**config.mk**
```make
export PLATFORM = sky130hd
export DESIGN_NAME = gcs_sampler
export DESIGN_NICKNAME = d
export VERILOG_FILES = /design/src/rtl/gcs_pkg.sv /design/src/rtl/gcs_strobe_gen.sv /design/src/rtl/gcs_edge_tracker.sv /design/src/rtl/gcs_addr_ctrl.sv /design/src/rtl/gcs_sampler.sv
export SDC_FILE = /design/constraint.sdc
export NUM_CORES = 1
export LEC_CHECK = 0
export BUFFER_PORTS_ARGS = -buffer_cell sky130_fd_sc_hd__buf_2
export CORE_ASPECT_RATIO = 0.75
export CORE_UTILIZATION = 25
export CTS_CLUSTER_DIAMETER = 120
export CTS_CLUSTER_SIZE = 28
export DETAILED_ROUTE_END_ITERATION = 10
export GPL_ROUTABILITY_DRIVEN = 0
export HOLD_SLACK_MARGIN = 0.08
export PLACE_DENSITY_LB_ADDON = 0.1
export SETUP_SLACK_MARGIN = 0.4
export SLEW_MARGIN = 15
export SYNTH_ARGS = -nofsm -noshare
export SYNTH_HDL_FRONTEND = slang
export SYNTH_HIERARCHICAL = 1
export SYNTH_SLANG_ARGS = --single-unit
```
**constraint.sdc**
```tcl
create_clock -name clk -period 11.9 [get_ports clk]
set_input_delay 2.38 -clock clk [delete_from_list [all_inputs] [get_ports clk]]
set_output_delay 2.38 -clock clk [all_outputs]
set_load 0.05 [all_outputs]
```
**src/rtl/gcs_pkg.sv**
```systemverilog
`timescale 1ns/1ps
package gcs_pkg;
  localparam int unsigned GCS_CHANNELS  = 8;
  localparam int unsigned GCS_DEPTH     = 4060;
  localparam int unsigned GCS_DIV_W     = 32;
  localparam int unsigned GCS_MIN_DIV   = 2;
  localparam int unsigned GCS_CNT_W     = 2;
endpackage

```
**src/rtl/gcs_strobe_gen.sv**
```systemverilog
`timescale 1ns/1ps
module gcs_strobe_gen #(
  parameter int unsigned DIV_W   = gcs_pkg::GCS_DIV_W,
  parameter int unsigned MIN_DIV = gcs_pkg::GCS_MIN_DIV
) (
  input  logic             clk,
  input  logic             rst_n,
  input  logic             run,
  input  logic [DIV_W-1:0] div_period,
  output logic             strobe_o
);
  localparam logic [DIV_W-1:0] MIN_P = DIV_W'(MIN_DIV);

  logic [DIV_W-1:0] period;
  logic [DIV_W-1:0] tick_q;

  always_comb begin
    period   = (div_period < MIN_P) ? MIN_P : div_period;
    strobe_o = run && (tick_q >= period - DIV_W'(1));
  end

  always_ff @(posedge clk or negedge rst_n) begin
    if (!rst_n)        tick_q <= '0;
    else if (!run)     tick_q <= '0;
    else if (strobe_o) tick_q <= '0;
    else               tick_q <= tick_q + DIV_W'(1);
  end

  // the period never falls below two cycles
  a_r10_min_gap: assert property (@(posedge clk) disable iff (!rst_n)
    strobe_o |=> !strobe_o);
endmodule

```
**src/rtl/gcs_edge_tracker.sv**
```systemverilog
`timescale 1ns/1ps
module gcs_edge_tracker #(
  parameter int unsigned CNT_W = gcs_pkg::GCS_CNT_W
) (
  input  logic clk,
  input  logic rst_n,
  input  logic run,
  input  logic strobe,
  input  logic chan,
  output logic flag_o
);
  localparam logic [CNT_W-1:0] SAT = {CNT_W{1'b1}};

  logic             prev_q;
  logic [CNT_W-1:0] cnt_q;
  logic [CNT_W-1:0] cnt_sat;
  logic [CNT_W:0]   total;
  logic             edge_now;

  always_comb begin
    edge_now = chan ^ prev_q;
    cnt_sat  = (edge_now && cnt_q != SAT) ? cnt_q + CNT_W'(1) : cnt_q;
    total    = {1'b0, cnt_q} + {{CNT_W{1'b0}}, edge_now};
    flag_o   = strobe && (total >= (CNT_W+1)'(2));
  end

  always_ff @(posedge clk or negedge rst_n) begin
    if (!rst_n) begin
      prev_q <= 1'b0;
      cnt_q  <= '0;
    end else begin
      prev_q <= chan;
      if (!run || strobe) cnt_q <= '0;
      else                cnt_q <= cnt_sat;
    end
  end

  // every interval starts counting from zero
  a_r4_fresh_count: assert property (@(posedge clk) disable iff (!rst_n)
    strobe |=> cnt_q == '0);
endmodule

```
**src/rtl/gcs_addr_ctrl.sv**
```systemverilog
`timescale 1ns/1ps
module gcs_addr_ctrl #(
  parameter int unsigned DEPTH = gcs_pkg::GCS_DEPTH,
  localparam int unsigned AW   = $clog2(DEPTH)
) (
  input  logic          clk,
  input  logic          rst_n,
  input  logic          run,
  input  logic          strobe,
  output logic          we_o,
  output logic [AW-1:0] addr_o,
  output logic          full_o
);
  localparam logic [AW-1:0] LAST = AW'(DEPTH - 1);

  logic [AW-1:0] addr_q;
  logic          full_q;

  assign we_o   = strobe && run && !full_q;
  assign addr_o = addr_q;
  assign full_o = full_q;

  always_ff @(posedge clk or negedge rst_n) begin
    if (!rst_n) begin
      addr_q <= '0;
      full_q <= 1'b0;
    end else if (!run) begin
      addr_q <= '0;
      full_q <= 1'b0;
    end else if (we_o) begin
      if (addr_q == LAST) full_q <= 1'b1;
      else                addr_q <= addr_q + AW'(1);
    end
  end

  // consecutive writes use consecutive addresses
  a_r7_step: assert property (@(posedge clk) disable iff (!rst_n)
    (we_o && addr_q != LAST) |=> addr_q == $past(addr_q) + AW'(1));
  // full holds while running
  a_r8_hold_full: assert property (@(posedge clk) disable iff (!rst_n)
    (full_q && run) |=> full_q);
  // a stop clears the address and full
  a_r9_stop_clear: assert property (@(posedge clk) disable iff (!rst_n)
    !run |=> (addr_q == '0 && !full_q));
endmodule

```
**src/rtl/gcs_sampler.sv**
```systemverilog
`timescale 1ns/1ps
module gcs_sampler #(
  parameter int unsigned CHANNELS = gcs_pkg::GCS_CHANNELS,
  parameter int unsigned DEPTH    = gcs_pkg::GCS_DEPTH,
  parameter int unsigned DIV_W    = gcs_pkg::GCS_DIV_W,
  localparam int unsigned AW      = $clog2(DEPTH)
) (
  input  logic                clk,
  input  logic                rst_n,
  input  logic                run,
  input  logic [DIV_W-1:0]    div_period,
  input  logic [CHANNELS-1:0] chan_in,
  output logic                smp_we,
  output logic [CHANNELS-1:0] smp_data,
  output logic                glt_we,
  output logic [CHANNELS-1:0] glt_flags,
  output logic [AW-1:0]       wr_addr,
  output logic                full
);
  logic                strobe;
  logic                we;
  logic [CHANNELS-1:0] flags;

  gcs_strobe_gen #(.DIV_W(DIV_W)) u_strobe (
    .clk(clk), .rst_n(rst_n), .run(run),
    .div_period(div_period), .strobe_o(strobe)
  );

  for (genvar k = 0; k < CHANNELS; k++) begin : g_chan
    gcs_edge_tracker u_track (
      .clk(clk), .rst_n(rst_n), .run(run), .strobe(strobe),
      .chan(chan_in[k]), .flag_o(flags[k])
    );
  end

  gcs_addr_ctrl #(.DEPTH(DEPTH)) u_addr (
    .clk(clk), .rst_n(rst_n), .run(run), .strobe(strobe),
    .we_o(we), .addr_o(wr_addr), .full_o(full)
  );

  assign smp_we    = we;
  assign smp_data  = chan_in;
  assign glt_flags = flags;
  assign glt_we    = we && (|flags);
endmodule

```
## After elaboration in Yosys (flattened, before gate mapping)

Index checks and enable logic that the tools add are counted.
W data, S select, Z words.

| operators by class | value |
|---|---|
| add/sub/neg operators | 19 |
| magnitude comparators | 10 |
| equality and inequality tests | 12 |
| multiplexer cells | 25 |
| bitwise operators | 8 |
| reduce and logical (&&, ||, !) cells | 34 |

Operators with widths:

| kind | count |
|---|---|
| $mux W32 | 3 |
| $mux W12 | 3 |
| $add A32 B1 Y32 const B | 1 |
| $ge A32 B32 Y1 | 1 |
| $lt A32 B2 Y1 const B | 1 |
| $mux W2 | 16 |
| $sub A32 B1 Y32 const B | 1 |
| $add A2 B1 Y3 | 8 |
| $ge A3 B2 Y1 const B | 8 |
| $logic_and A1 B1 Y1 | 20 |
| $ne A2 B2 Y1 const B | 9 |
| $add A2 B1 Y2 const B | 8 |
| $reduce_bool A2 Y1 | 8 |
| $add A12 B1 Y12 const B | 1 |
| $eq A12 B12 Y1 const B | 1 |
| $reduce_or A8 Y1 | 1 |
| $xor A1 B1 Y1 | 8 |
| $ne A2 B1 Y1 const B | 2 |
| $reduce_and A2 Y1 | 2 |
| $mux W1 | 3 |
| $logic_not A1 Y1 | 2 |
| $logic_or A1 B1 Y1 | 1 |

| storage, ports and cells | value |
|---|---|
| register bits | 69 |
| input port bits | 43 |
| output and inout port bits | 31 |

## Longest topological paths before layout

Gate-level depths: netlist of run 1.

| depth | value |
|---|---|
| depth after elaboration | 9 |
| gate-level depth with buffers | 22 |
| depth with buffers taken out | 20 |

## Cells and area by module

Netlist of run 1, hierarchy kept.

By module, submodules not included:

| module | instances | cells each | area an instance (sq um) | sequential area each (sq um) |
|---|---|---|---|---|
| gcs_strobe_gen | 1 | 331 | 2,871.5 | 800.8 |
| gcs_edge_tracker | 8 | 14 | 153.9 | 75.1 |
| gcs_addr_ctrl | 1 | 75 | 723.2 | 325.3 |
| gcs_sampler | 1 | 11 | 80.1 | 0.0 |

## Worst setup path after synthesis of run 1

No wires, ideal clock.

| timing | value |
|---|---|
| path type | in2out |
| from | input div_period[18] |
| to | output glt_we |
| data arrival time | 8.851 ns |
| required time | 9.520 ns |
| setup slack | 0.669 ns |
| stages on the path | 21 |
| cells stage by stage | or4_4 -> or4_4 -> buf_6 -> nor4b_4 -> nand2b_1 -> ha_1 -> inv_1 -> nor4_1 -> nand2_1 -> or3_1 -> xor2_1 -> ha_1 -> nand4_1 -> or4_1 -> a221oi_1 -> o31a_1 -> o21a_1 -> nand2b_1 -> buf_2 -> nor2_1 -> a21boi_1 |

| on the way | value |
|---|---|
| longest elaborated chain between the ends | 8 |

Ends and longest elaborated chain:

| what | RTL line | text |
|---|---|---|
| from (decl) | gcs_sampler.sv:11 | `input logic [DIV_W-1:0] div_period,` |
| $lt A32 B2 Y1 | gcs_strobe_gen.sv:18 | `period = (div_period < MIN_P) ? MIN_P : div_period;` |
| $mux W32 (*) | gcs_strobe_gen.sv:18 |  |
| $sub A32 B1 Y32 (*) | gcs_strobe_gen.sv:19 | `strobe_o = run && (tick_q >= period - DIV_W'(1));` |
| $ge A32 B32 Y1 (*) | gcs_strobe_gen.sv:19 |  |
| $logic_and A1 B1 Y1 (*) | gcs_strobe_gen.sv:19 |  |
| net strobe | gcs_sampler.sv:20 | `logic strobe;` |
| $logic_and A1 B1 Y1 (*) (2 in a row) | gcs_addr_ctrl.sv:19 | `assign we_o = strobe && run && !full_q;` |
| net smp_we | gcs_sampler.sv:13 | `output logic smp_we,` |
| $logic_and A1 B1 Y1 (*) | gcs_sampler.sv:44 | `assign glt_we = we && (\|flags);` |
| to (decl) | gcs_sampler.sv:15 | `output logic glt_we,` |

Mark *: on every way through the listed nets, which the timed path passes. The rest lies on a longest branch.

## Worst setup path in the final report of run 1

| timing | value |
|---|---|
| from | input div_period[18] |
| to | output glt_we |

| on the way | value |
|---|---|
| longest elaborated chain between the ends | 8 |

Ends and longest elaborated chain:

| what | RTL line |
|---|---|
| $lt A32 B2 Y1 | gcs_strobe_gen.sv:18 |
| $mux W32 (*) | gcs_strobe_gen.sv:18 |
| $sub A32 B1 Y32 (*) | gcs_strobe_gen.sv:19 |
| $ge A32 B32 Y1 (*) | gcs_strobe_gen.sv:19 |
| $logic_and A1 B1 Y1 (*) | gcs_strobe_gen.sv:19 |
| net strobe | gcs_sampler.sv:20 |
| $logic_and A1 B1 Y1 (on tied branches) | gcs_edge_tracker.sv:24, gcs_addr_ctrl.sv:19 |
| $reduce_or A8 Y1 or $logic_and A1 B1 Y1 (tied branches) | gcs_sampler.sv:44, gcs_addr_ctrl.sv:19 |
| $logic_and A1 B1 Y1 (*) | gcs_sampler.sv:44 |

Marks and branches as above.

==> summary.md, run 1 <==
| Metric | Value |
|---|---|
| Yosys top cell by area | `dfrtp_1` |
| Min-Delay Path Class | `register to register` |
| First-pass GRT wire length | `between 20000 and 25000 microns` |
| Fin cells | `853` |
| Max H-tree Level | `3` |
| R2r setup slk | `between 8 and 9 ns` |
| Post-Synth XOR/XNOR Area | `11.8%` |
| Post-Synthesis Cell Area | `between 4000 and 5000 sq um` |
| Final-stage net count | `686` |
| Yosys warns | `6` |
| Worst Skew | `0.00504 ns` |
| Routed WL | `12700 microns` |
| Row count | `43` |
| CTS root buf | `clkbuf_16` |
| Final number of hold-violating endpoints | `0` |
| Die W | `164 microns` |
| Final setup viols | `0` |
| Post-CTS Setup Bufs | `0` |
| Skew-Pair Late Insertion Delay | `between 0.3 and 0.4 ns` |
| Post-synthesis compound-gate area fraction | `between 10 and 15%` |
| Maxcap violations | `0` |
| Syn_nets | `a little over 600` |
| Peak supply drop | `~0.000048 V` |
| Vias per inst | `4.98` |
| CTS tree | `yes` |
| Arrival time at the worst endpoint | `approximately 8.5 ns` |
| Post-synth ARST share | `100%` |
| Slew @ Worst Pin | `between 1 and 1.5 ns` |
| Synth cell types | `between 40 and 50` |
| Dpl cells | `approximately 840` |
| Reg clk slew, reported paths | `roughly 0.05 ns` |
| Post-Synth Adder-Cell Area | `11.0%` |
| Synthesized flop and latch total | `69` |
| Via count | `4252` |
| Status | `completed` |
| Layout cells sized above 1 | `around 18%` |
| P&R area growth vs syn | `18.7%` |
| CP Launch Type | `primary input` |
| Required @ worst endpoint | `about 9.5 ns` |
| Port Buffers | `73` |
| Avg Inst Size Synth | `~9 sq um` |
| Starting Density | `26.1%` |
| Share of the synthesized area in the top cell type | `35.2%` |
| Leak Pwr | `between 0.002 and 0.0025 uW` |
| RSZ-0062 raised after global routing | `false` |
| Initial antenna violation count | `1` |
| Endpoint class of the critical path | `output port` |
| CTS sink count | `between 60 and 70` |
| ANT nets after route | `0` |
| Drc violations | `0` |
| # resized after CTS | `0` |
| CP max FO | `11` |
| Core Region | `18800 sq um` |
| Mux share of post-synthesis cell area | `0%` |
| Die ar. | `about 20000 sq um` |
| Slew margin rel. | `about a fifth` |
| Total congestion overflow | `0` |
| Most numerous cell in the Yosys netlist | `dfrtp_1` |
| Pwr/cell area | `103 nW/um^2` |
| Initial DRC count | `between 200 and 250` |
| Most used DFF post-synth | `dfrtp_1` |
| Seq/Total Area, Yosys | `about a third` |
| IO Count | `74` |
| Crit share post-route | `approximately 91%` |
| Largest family of logic cells by synthesized area | `simple AND/OR/NAND/NOR gates` |
| DR WL/cell | `roughly 15 microns` |
| DP Wirelength | `around 9400 microns` |
| Highest clock rate | `92.1 MHz` |
| Initial DRT Pass Iterations | `4` |
| Clk buf depth | `2` |
| Fin Setup TNS | `0 ns` |
| Total GRT Usage | `between 10 and 15%` |
| EDFF count, synth | `0` |
| Total CTS buffers | `9` |
| Synth Area in Simple Gates | `between 20% and 30%` |
| Post-Syn Instances | `529` |
| Final min period | `10.85 ns` |
| Number of global-route vias before repair | `about 4000` |
| Largest cells by area after synthesis | `dfrtp_1 35%, ha_1 11%, xnor2_1 6.8%` |
| Fin. max-slew vios | `0` |
| Die extent in y | `123 microns` |
| Critical path class | `primary input to output port` |
| CTS Hold Bufs | `0` |
| Most instantiated cells after synthesis | `69 x dfrtp_1, 49 x nor3_1, 43 x ha_1, 38 x xnor2_1, 34 x nand2_1` |
| Largest net degree at the start of global routing | `70` |
-- area by class of cell --
cell class              instances  area (sq um)
inverters                       9          33.8
diodes                          1          2.50
well taps                     247           309
clock inverters                 4          45.0
clock buffers                  12           267
fillers                      1989         13000
repair buffers                 79           410
flip-flops and latches         69          1730
multi-input cells             432          3030
-- logic make-up (layout without fill, tap and decap cells) --
logic type               after synthesis  count (layout)
AO/OA/AOI/OAI                         91              91
XOR/XNOR                              66              66
adder cells (fa/ha/maj)               43              43
buffers and inverters                 28             104
flip-flops                            69              69
other                                  0               1
AND/OR/NAND/NOR                      232             232
-- worst max-delay path, stage by stage --
cell and delay, ns:
buf_2 0.12, or4_4 0.56, or4_4 0.51, nor4b_4 0.46, nand2b_1 0.19, ha_1 0.26
inv_1 0.09, nor4_1 0.37, nand2_1 0.17, or3_1 0.35, xor2_1 0.15, ha_1 0.29
nand4_1 0.14, or4_1 0.55, a221oi_1 0.24, o31a_1 0.21, o21a_1 0.45, nand2b_1 0.33
nor2_1 0.20, a21boi_1 0.17, buf_2 0.27
-- registers in the layout, summed over array words and instances, names as in the netlist --
signal / cells
g_chan.u_track/cnt_q: 16
g_chan.u_track/prev_q: 8
u_addr/addr_o: 12
u_addr/full_o: 1
u_strobe/tick_q: 32
-- worst paths after layout --
path | cells after the start | end | from
worst max-delay path | 21 | glt_we | div_period[18]
worst min register to register | 1 | u_strobe/tick_q[0]$_DFF_PN0_ | u_strobe/tick_q[0]$_DFF_PN0_
worst max register to register | 11 | u_addr/addr_o[10]$_DFFE_PN0P_ | u_strobe/tick_q[14]$_DFF_PN0_
min in group asynchronous | 2 | g_chan[5].u_track/cnt_q[0]$_DFFE_PN0P_ | rst_n
max in group asynchronous | 2 | u_addr/addr_o[3]$_DFFE_PN0P_ | rst_n
worst min-delay path | 1 | u_strobe/tick_q[0]$_DFF_PN0_ | u_strobe/tick_q[0]$_DFF_PN0_
-- routing by layer --
metal | track usage (%) | wire length [microns]
met4 | 3.36 | 96
met2 | 18.9 | 5560
met1 | 19.0 | 6510
met5 | 0 | 0
met3 | 2.68 | 495
-- layout by cell type, fill, tap and decap left out, types with 21 or more instances in the layout --
cell,instances
nor3_1,49
a21oi_1,21
buf_2,73
nand2_1,34
nor2_1,26
nand4_1,22
xor2_1,28
ha_1,43
or3_1,21
dfrtp_1,69
xnor2_1,38
-- metrics by stage --
stage	power (uW)	util, %	area [sq um]	hold WS [ns]	setup slack, ns
6_report	598	30.9	5820	0.554	1.05
5_1_grt	629	30.9	5820	0.591	0.541
4_1_cts	610	30.9	5820	0.559	0.994
3_5_place_dp	325	29.3	5510	0.552	1.02
3_3_place_gp	322	29.3	5510	0.532	1.22
2_1_floorplan	296	-	4910	0.479	0.669
-- report_power, final --
group          leakage, uW  total, uW  internal [uW]  switching, uW
clock             0.000158        279            178            100
combinational      0.00141       69.0           26.6           42.4
sequential        0.000933        250            243           7.33
total              0.00250        598            448            150
Note: power is estimated with default switching activity, not from simulation.
==> run 2: changes to the inputs <==
clock period = 9.8 ns   (was 11.9 ns; I/O delays follow)
==> run 2 against run 1 <==
  * Utilization increased by 0.80 points
  * Die area unchanged
  * Highest routed layer unchanged
  * Largest cell class unchanged
  * Via count decreased by 0.68%
  * Setup slack got worse by 0.38 ns
==> summary.md, run 2 (same netlist as run 1, synthesis figures left out) <==
| Metric | Value |
|---|---|
| Final core utilization | `between 30% and 40%` |
| Fin Setup TNS | `0 ns` |
| Number of global-route vias before repair | `4166` |
| ANT nets after route | `0` |
| Final-stage net count | `694` |
| Worst path cell trace | `buf_2 -> or4_4 -> or4_4 -> nor4b_4 -> nand2b_4 -> ha_4 -> inv_1 -> nor4_4 -> nand2_1 -> or3_1 -> xor2_1 -> ha_1 -> nand4_1 -> or4_1 -> a221oi_1 -> o31a_1 -> buf_4 -> o21a_2 -> o21a_2 -> nor4_4 -> a21boi_4 -> buf_6` |
| Endpoint class of the critical path | `output port` |
| Overall power | `709 uW` |
| Setup ws final | `0.662 ns` |
| Reg clk slew, reported paths | `about 0.06 ns` |
| Crit path to | `glt_we` |
| CTS root buf | `clkbuf_16` |
| Area occupied by multi-input gates | `between 3000 and 4000 sq um` |
| Clk buf depth | `2` |
| Layout cells sized above 1 | `a little over a fifth` |
| CTS Hold Bufs | `0` |
| First-pass GRT wire length | `between 20000 and 25000 microns` |
| Die extent in y | `about 120 microns` |
| Maxcap violations | `0` |
| CP max FO | `5` |
| Slew @ Worst Pin | `~1.1 ns` |
| Port Buffers | `between 70 and 80` |
| Worst Skew | `between 0.005 and 0.006 ns` |
| Peak supply drop | `just under 0.00007 V` |
| Routed WL | `between 10000 and 15000 microns` |
| FF-to-FF path depth | `12` |
| Largest Register | `u_strobe/tick_q` |
| Arrival time at the worst endpoint | `approximately 7.2 ns` |
| Fin. max-slew vios | `0` |
| Drc violations | `0` |
| Leak Pwr | `around 0.0025 uW` |
| Reg2reg start | `u_strobe/tick_q[13]$_DFF_PN0_` |
| Final number of hold-violating endpoints | `0` |
| CTS sink count | `69` |
| Die ar. | `approximately 20000 sq um` |
| Slowest CP cell | `or4_4` |
| Pwr/cell area | `around 120 nW/um^2` |
| Final setup viols | `0` |
| Required @ worst endpoint | `~7.8 ns` |
| Total GRT Usage | `14.2%` |
| Most common cell after layout, fill and taps aside | `buf_2` |
| Max H-tree Level | `3` |
| Commonest non-fill, non-tap cells in the layout | `72 x buf_2, 69 x dfrtp_1, 49 x nor3_1` |
| Largest net degree at the start of global routing | `70` |
| Critical path class | `primary input to output port` |
| Vias per inst | `4.92` |
| Initial DRT Pass Iterations | `4` |
| Slew margin rel. | `between 20% and 30%` |
| # fillers | `about 2000` |
| ANT cells | `0` |
| Initial antenna violation count | `0` |
| CTS tree | `yes` |
| Total congestion overflow | `0` |
| Initial DRC count | `approximately 150` |
| Reg area | `roughly 1700 sq um` |
| Setup slack at placement | `0.0405 ns` |
| RSZ-0062 raised after global routing | `false` |
| DR WL/cell | `approximately 16 microns` |
| Final min period | `around 9 ns` |
| Skew-Pair Late Insertion Delay | `about 0.33 ns` |
| R2r setup slk | `roughly 6.3 ns` |
| DP Wirelength | `between 9000 and 10000 microns` |
| Row count | `43` |
| Core Region | `between 15000 and 20000 sq um` |
| Die W | `164 microns` |
| R2r endpoint | `u_addr/addr_o[10]$_DFFE_PN0P_` |
| Total CTS buffers | `9` |
| CP peak stage delay | `about 0.6 ns` |
| Highest clock rate | `109 MHz` |
| Starting Density | `between 20% and 30%` |
| Largest register FFs | `32` |
| Via count | `between 4000 and 5000` |
| Min-Delay Path Class | `register to register` |
| WHS | `0.560 ns` |
| CP startpoint | `div_period[18]` |
| CP Launch Type | `primary input` |
| Status | `completed` |
| P&R area growth vs syn | `21.8%` |
| Crit share post-route | `approximately 93%` |
| IO Count | `74` |
-- run 2: area by class of cell --
class	instances	area share, %
Clock inverter	4	0.838
Multi-Input combinational cell	434	52.9
Sequential cell	69	28.9
Clock buffer	11	3.90
Tap cell	247	5.17
Inverter	9	0.565
Timing Repair Buffer	85	7.73
-- run 2: worst min path at each step --
stage	startpoint	end	depth (start not counted)
2_1_floorplan	u_strobe/tick_q[0]$_DFF_PN0_	u_strobe/tick_q[0]$_DFF_PN0_	1
3_3_place_gp	g_chan[2].u_track/cnt_q[1]$_DFFE_PN0P_	g_chan[2].u_track/cnt_q[1]$_DFFE_PN0P_	2
3_5_place_dp	g_chan[6].u_track/cnt_q[1]$_DFFE_PN0P_	g_chan[6].u_track/cnt_q[1]$_DFFE_PN0P_	2
4_1_cts	g_chan[6].u_track/cnt_q[1]$_DFFE_PN0P_	g_chan[6].u_track/cnt_q[1]$_DFFE_PN0P_	2
5_1_grt	g_chan[5].u_track/cnt_q[0]$_DFFE_PN0P_	g_chan[5].u_track/cnt_q[0]$_DFFE_PN0P_	2
6_report	g_chan[2].u_track/cnt_q[1]$_DFFE_PN0P_	g_chan[2].u_track/cnt_q[1]$_DFFE_PN0P_	2
-- run 2: timing repair --
| item | 4_1_cts | 5_1_grt |
|---|---|---|
| setup buffers | 2 | 3 |
| resized for setup | 7 | 10 |
| gates cloned | 1 | 1 |
| pin swaps | 1 | 2 |
| setup endpoints to repair | 2 | 2 |
| hold endpoints to repair | 0 | 0 |
-- run 2: worst max-delay path, delay by kind of cell --
| kind | cells | cell delay [ns] |
|---|---|---|
| compound gates | 5 | 0.92 |
| xor+xnor | 1 | 0.15 |
| buf+inv | 4 | 0.52 |
| simple gates | 10 | 3.18 |
| fa+ha+maj | 2 | 0.45 |
-- run 2: through the flow --
stage	instance area (sq um)	cells
global placement	5550	837
CTS	5890	855
global route	5970	859
detailed placement	5550	837
finish	5970	859
floorplan	4940	529
-- run 2: layer usage --
metal | GRT usage, % | vias to the layer above | routed length (microns)
li1 | - | 2118 | -
met1 | 19.9 | 2023 | 6990
met2 | 22.7 | 72 | 6120
met3 | 2.55 | 10 | 488
met4 | 3.13 | 0 | 112
met5 | 0 | - | 0
-- run 2: power by group --
part / internal [uW] / switching, uW
logic: 33.3 / 53.0
clock network: 195 / 123
registers: 295 / 8.99
==> run 3: changes to the inputs <==
CORE_ASPECT_RATIO = not set   (was 0.75)
==> run 3 against run 2 <==
  * Utilization shrank 0.097 points
  * Critical path depth shrank 1
  * Count of clock-buffer cells in the layout grew 1
  * Clock power grew 8.5%
  * Sequential power is essentially flat
  * Wire length shrank 0.76%
  * Via count grew 0.85%
  * First-iteration DRC count grew 3.3%
  * Global-route usage shrank 0.36 points
  * Critical path type unchanged
  * Largest cell class unchanged
  * Largest power group unchanged
==> summary.md, run 3 (same netlist as run 1, synthesis figures left out) <==
| Metric | Value |
|---|---|
| Status | `completed` |
| ANT cells | `0` |
| Global-route met3 utilization | `2.89%` |
| Pwr/cell area | `approximately 120 nW/um^2` |
| Via count | `roughly 4300` |
| Peak supply drop | `slightly above 0.00009 V` |
| RSZ-0062 raised after global routing | `false` |
| Fin Setup TNS | `0 ns` |
| Skew-Pair Late Insertion Delay | `~0.33 ns` |
| Reg2reg start | `u_strobe/tick_q[13]$_DFF_PN0_` |
| R2r setup slk | `about 6.4 ns` |
| Final min period | `approximately 9 ns` |
| GR peak layer | `met2` |
| Leak Pwr | `0.00257 uW` |
| Maxcap violations | `0` |
| Fin. max-slew vios | `0` |
| CTS tree | `yes` |
| Slew @ Worst Pin | `approximately 0.95 ns` |
| Final setup viols | `0` |
| Die W | `142 microns` |
| Routed WL | `about 14000 microns` |
| CTS root buf | `clkbuf_16` |
| R2r endpoint | `u_addr/addr_o[10]$_DFFE_PN0P_` |
| Die ar. | `20200 sq um` |
| Port Buffers | `73` |
| DP Wirelength | `a little under 10000 microns` |
| Reg clk slew, reported paths | `~0.050 ns` |
| Number of global-route vias before repair | `4303` |
| Finished layout cell area | `~6000 sq um` |
| Crit share post-route | `93.6%` |
| FF-to-FF path depth | `11` |
| Dpl cells | `850` |
| Required @ worst endpoint | `about 8 ns` |
| Core Region | `19000 sq um` |
| DR WL/cell | `between 15 and 20 microns` |
| Clk buf depth | `2` |
| Endpoint class of the critical path | `output port` |
| Total congestion overflow | `0` |
| CTS Hold Bufs | `0` |
| Total GRT Usage | `between 10 and 15%` |
| Row count | `50` |
| Drc violations | `0` |
| P&R area growth vs syn | `22.2%` |
| Largest register FFs | `32` |
| CP Launch Type | `primary input` |
| Critical path class | `primary input to output port` |
| Overall power | `736 uW` |
| Die extent in y | `142 microns` |
| Hold worst-path end | `u_strobe/tick_q[0]$_DFF_PN0_` |
| Highest clock rate | `around 110 MHz` |
| Initial DRC count | `157` |
| IO Count | `74` |
| CP startpoint | `div_period[18]` |
| CP max FO | `9` |
| Fin cells | `roughly 880` |
| Final number of hold-violating endpoints | `0` |
| Hold_sp | `u_strobe/tick_q[0]$_DFF_PN0_` |
| CTS sink count | `between 60 and 70` |
| Min-Delay Path Class | `register to register` |
| Most common cell after layout, fill and taps aside | `buf_2` |
| Final-stage net count | `~700` |
| Initial DRT Pass Iterations | `4` |
| Slew margin rel. | `around 37%` |
| ANT nets after route | `0` |
| First-pass GRT wire length | `between 20000 and 25000 microns` |
| Arrival time at the worst endpoint | `approximately 7.2 ns` |
| Largest net degree at the start of global routing | `70` |
| Max H-tree Level | `3` |
| Worst Skew | `0.00602 ns` |
| Min-Delay Path Depth | `1` |
| Layout cells sized above 1 | `21.1%` |
| Initial antenna violation count | `0` |
| Total CTS buffers | `9` |
| Commonest non-fill, non-tap cells in the layout | `72 x buf_2, 69 x dfrtp_1, 49 x nor3_1` |
| Largest Register | `u_strobe/tick_q` |
| Area of placed instances | `approximately 5600 sq um` |
| Starting Density | `approximately 26%` |
| Met1 Use GR | `between 15 and 20%` |
| Met2 usage | `about 24%` |
| Vias per inst | `4.87` |
-- run 3: critical path: stages --
cell      delay [ns]
buf_2           0.12
or4_4           0.56
or4_4           0.50
nor4b_4         0.26
nand2b_1        0.17
ha_2            0.23
inv_1           0.09
nor4_4          0.26
nand2_1         0.15
or3_1           0.34
xor2_1          0.16
ha_1            0.30
nand4_1         0.15
or4_1           0.55
a221oi_1        0.23
o31a_1          0.27
o21a_4          0.24
nand2b_2        0.18
nor2_4          0.15
a21boi_4        0.18
buf_6           0.17
-- run 3: routing by layer --
metal	vias to the layer above	share of wire (%)	wire length, microns
li1	2119	-	-
met1	2075	46	6240
met2	53	50	6790
met3	12	2.9	393
met4	0	1.3	174
met5	-	0	0
-- run 3: worst max path at each step --
| stage | slack, ns | to |
|---|---|---|
| 2_1_floorplan | 0.42 | glt_we |
| 6_report | 0.63 | glt_we |
| 5_1_grt | 0.37 | glt_we |
| 4_1_cts | 0.42 | glt_we |
| 3_3_place_gp | 0.31 | glt_we |
| 3_5_place_dp | 0.15 | glt_we |
-- run 3: area by class of cell --
| class | instances | area, sq um |
|---|---|---|
| flip-flops and latches | 69 | 1730 |
| multi-input cells | 433 | 3120 |
| inverters | 9 | 33.8 |
| clock buffers | 12 | 236 |
| fillers | 1967 | 13000 |
| repair buffers | 88 | 484 |
| clock inverters | 4 | 72.6 |
| well taps | 260 | 325 |
-- run 3: what timing repair did --
item | CTS | global route
resized for setup | 3 | 7
endpoints found under the setup margin | 2 | 2
cloned | 0 | 1
setup buffers | 3 | 4
pin swaps | 0 | 4
-- run 3: power by group --
group | leakage [uW] | total [uW] | internal (uW) | switching, uW
clock network | 0.000147 | 346 | 223 | 123
logic | 0.00149 | 85.6 | 32.9 | 52.7
registers | 0.000933 | 304 | 295 | 9.02
total | 0.00257 | 736 | 551 | 185
-- run 3: metrics by stage --
| step | hold WS [ns] | worst slack, ns | util, % |
|---|---|---|---|
| global route | 0.592 | 0.368 | 31.6 |
| finish | 0.545 | 0.625 | 31.6 |
| detailed placement | 0.544 | 0.146 | 29.4 |
| CTS | 0.553 | 0.421 | 31.2 |
| global placement | 0.543 | 0.311 | 29.4 |
| floorplan | 0.479 | 0.418 | - |
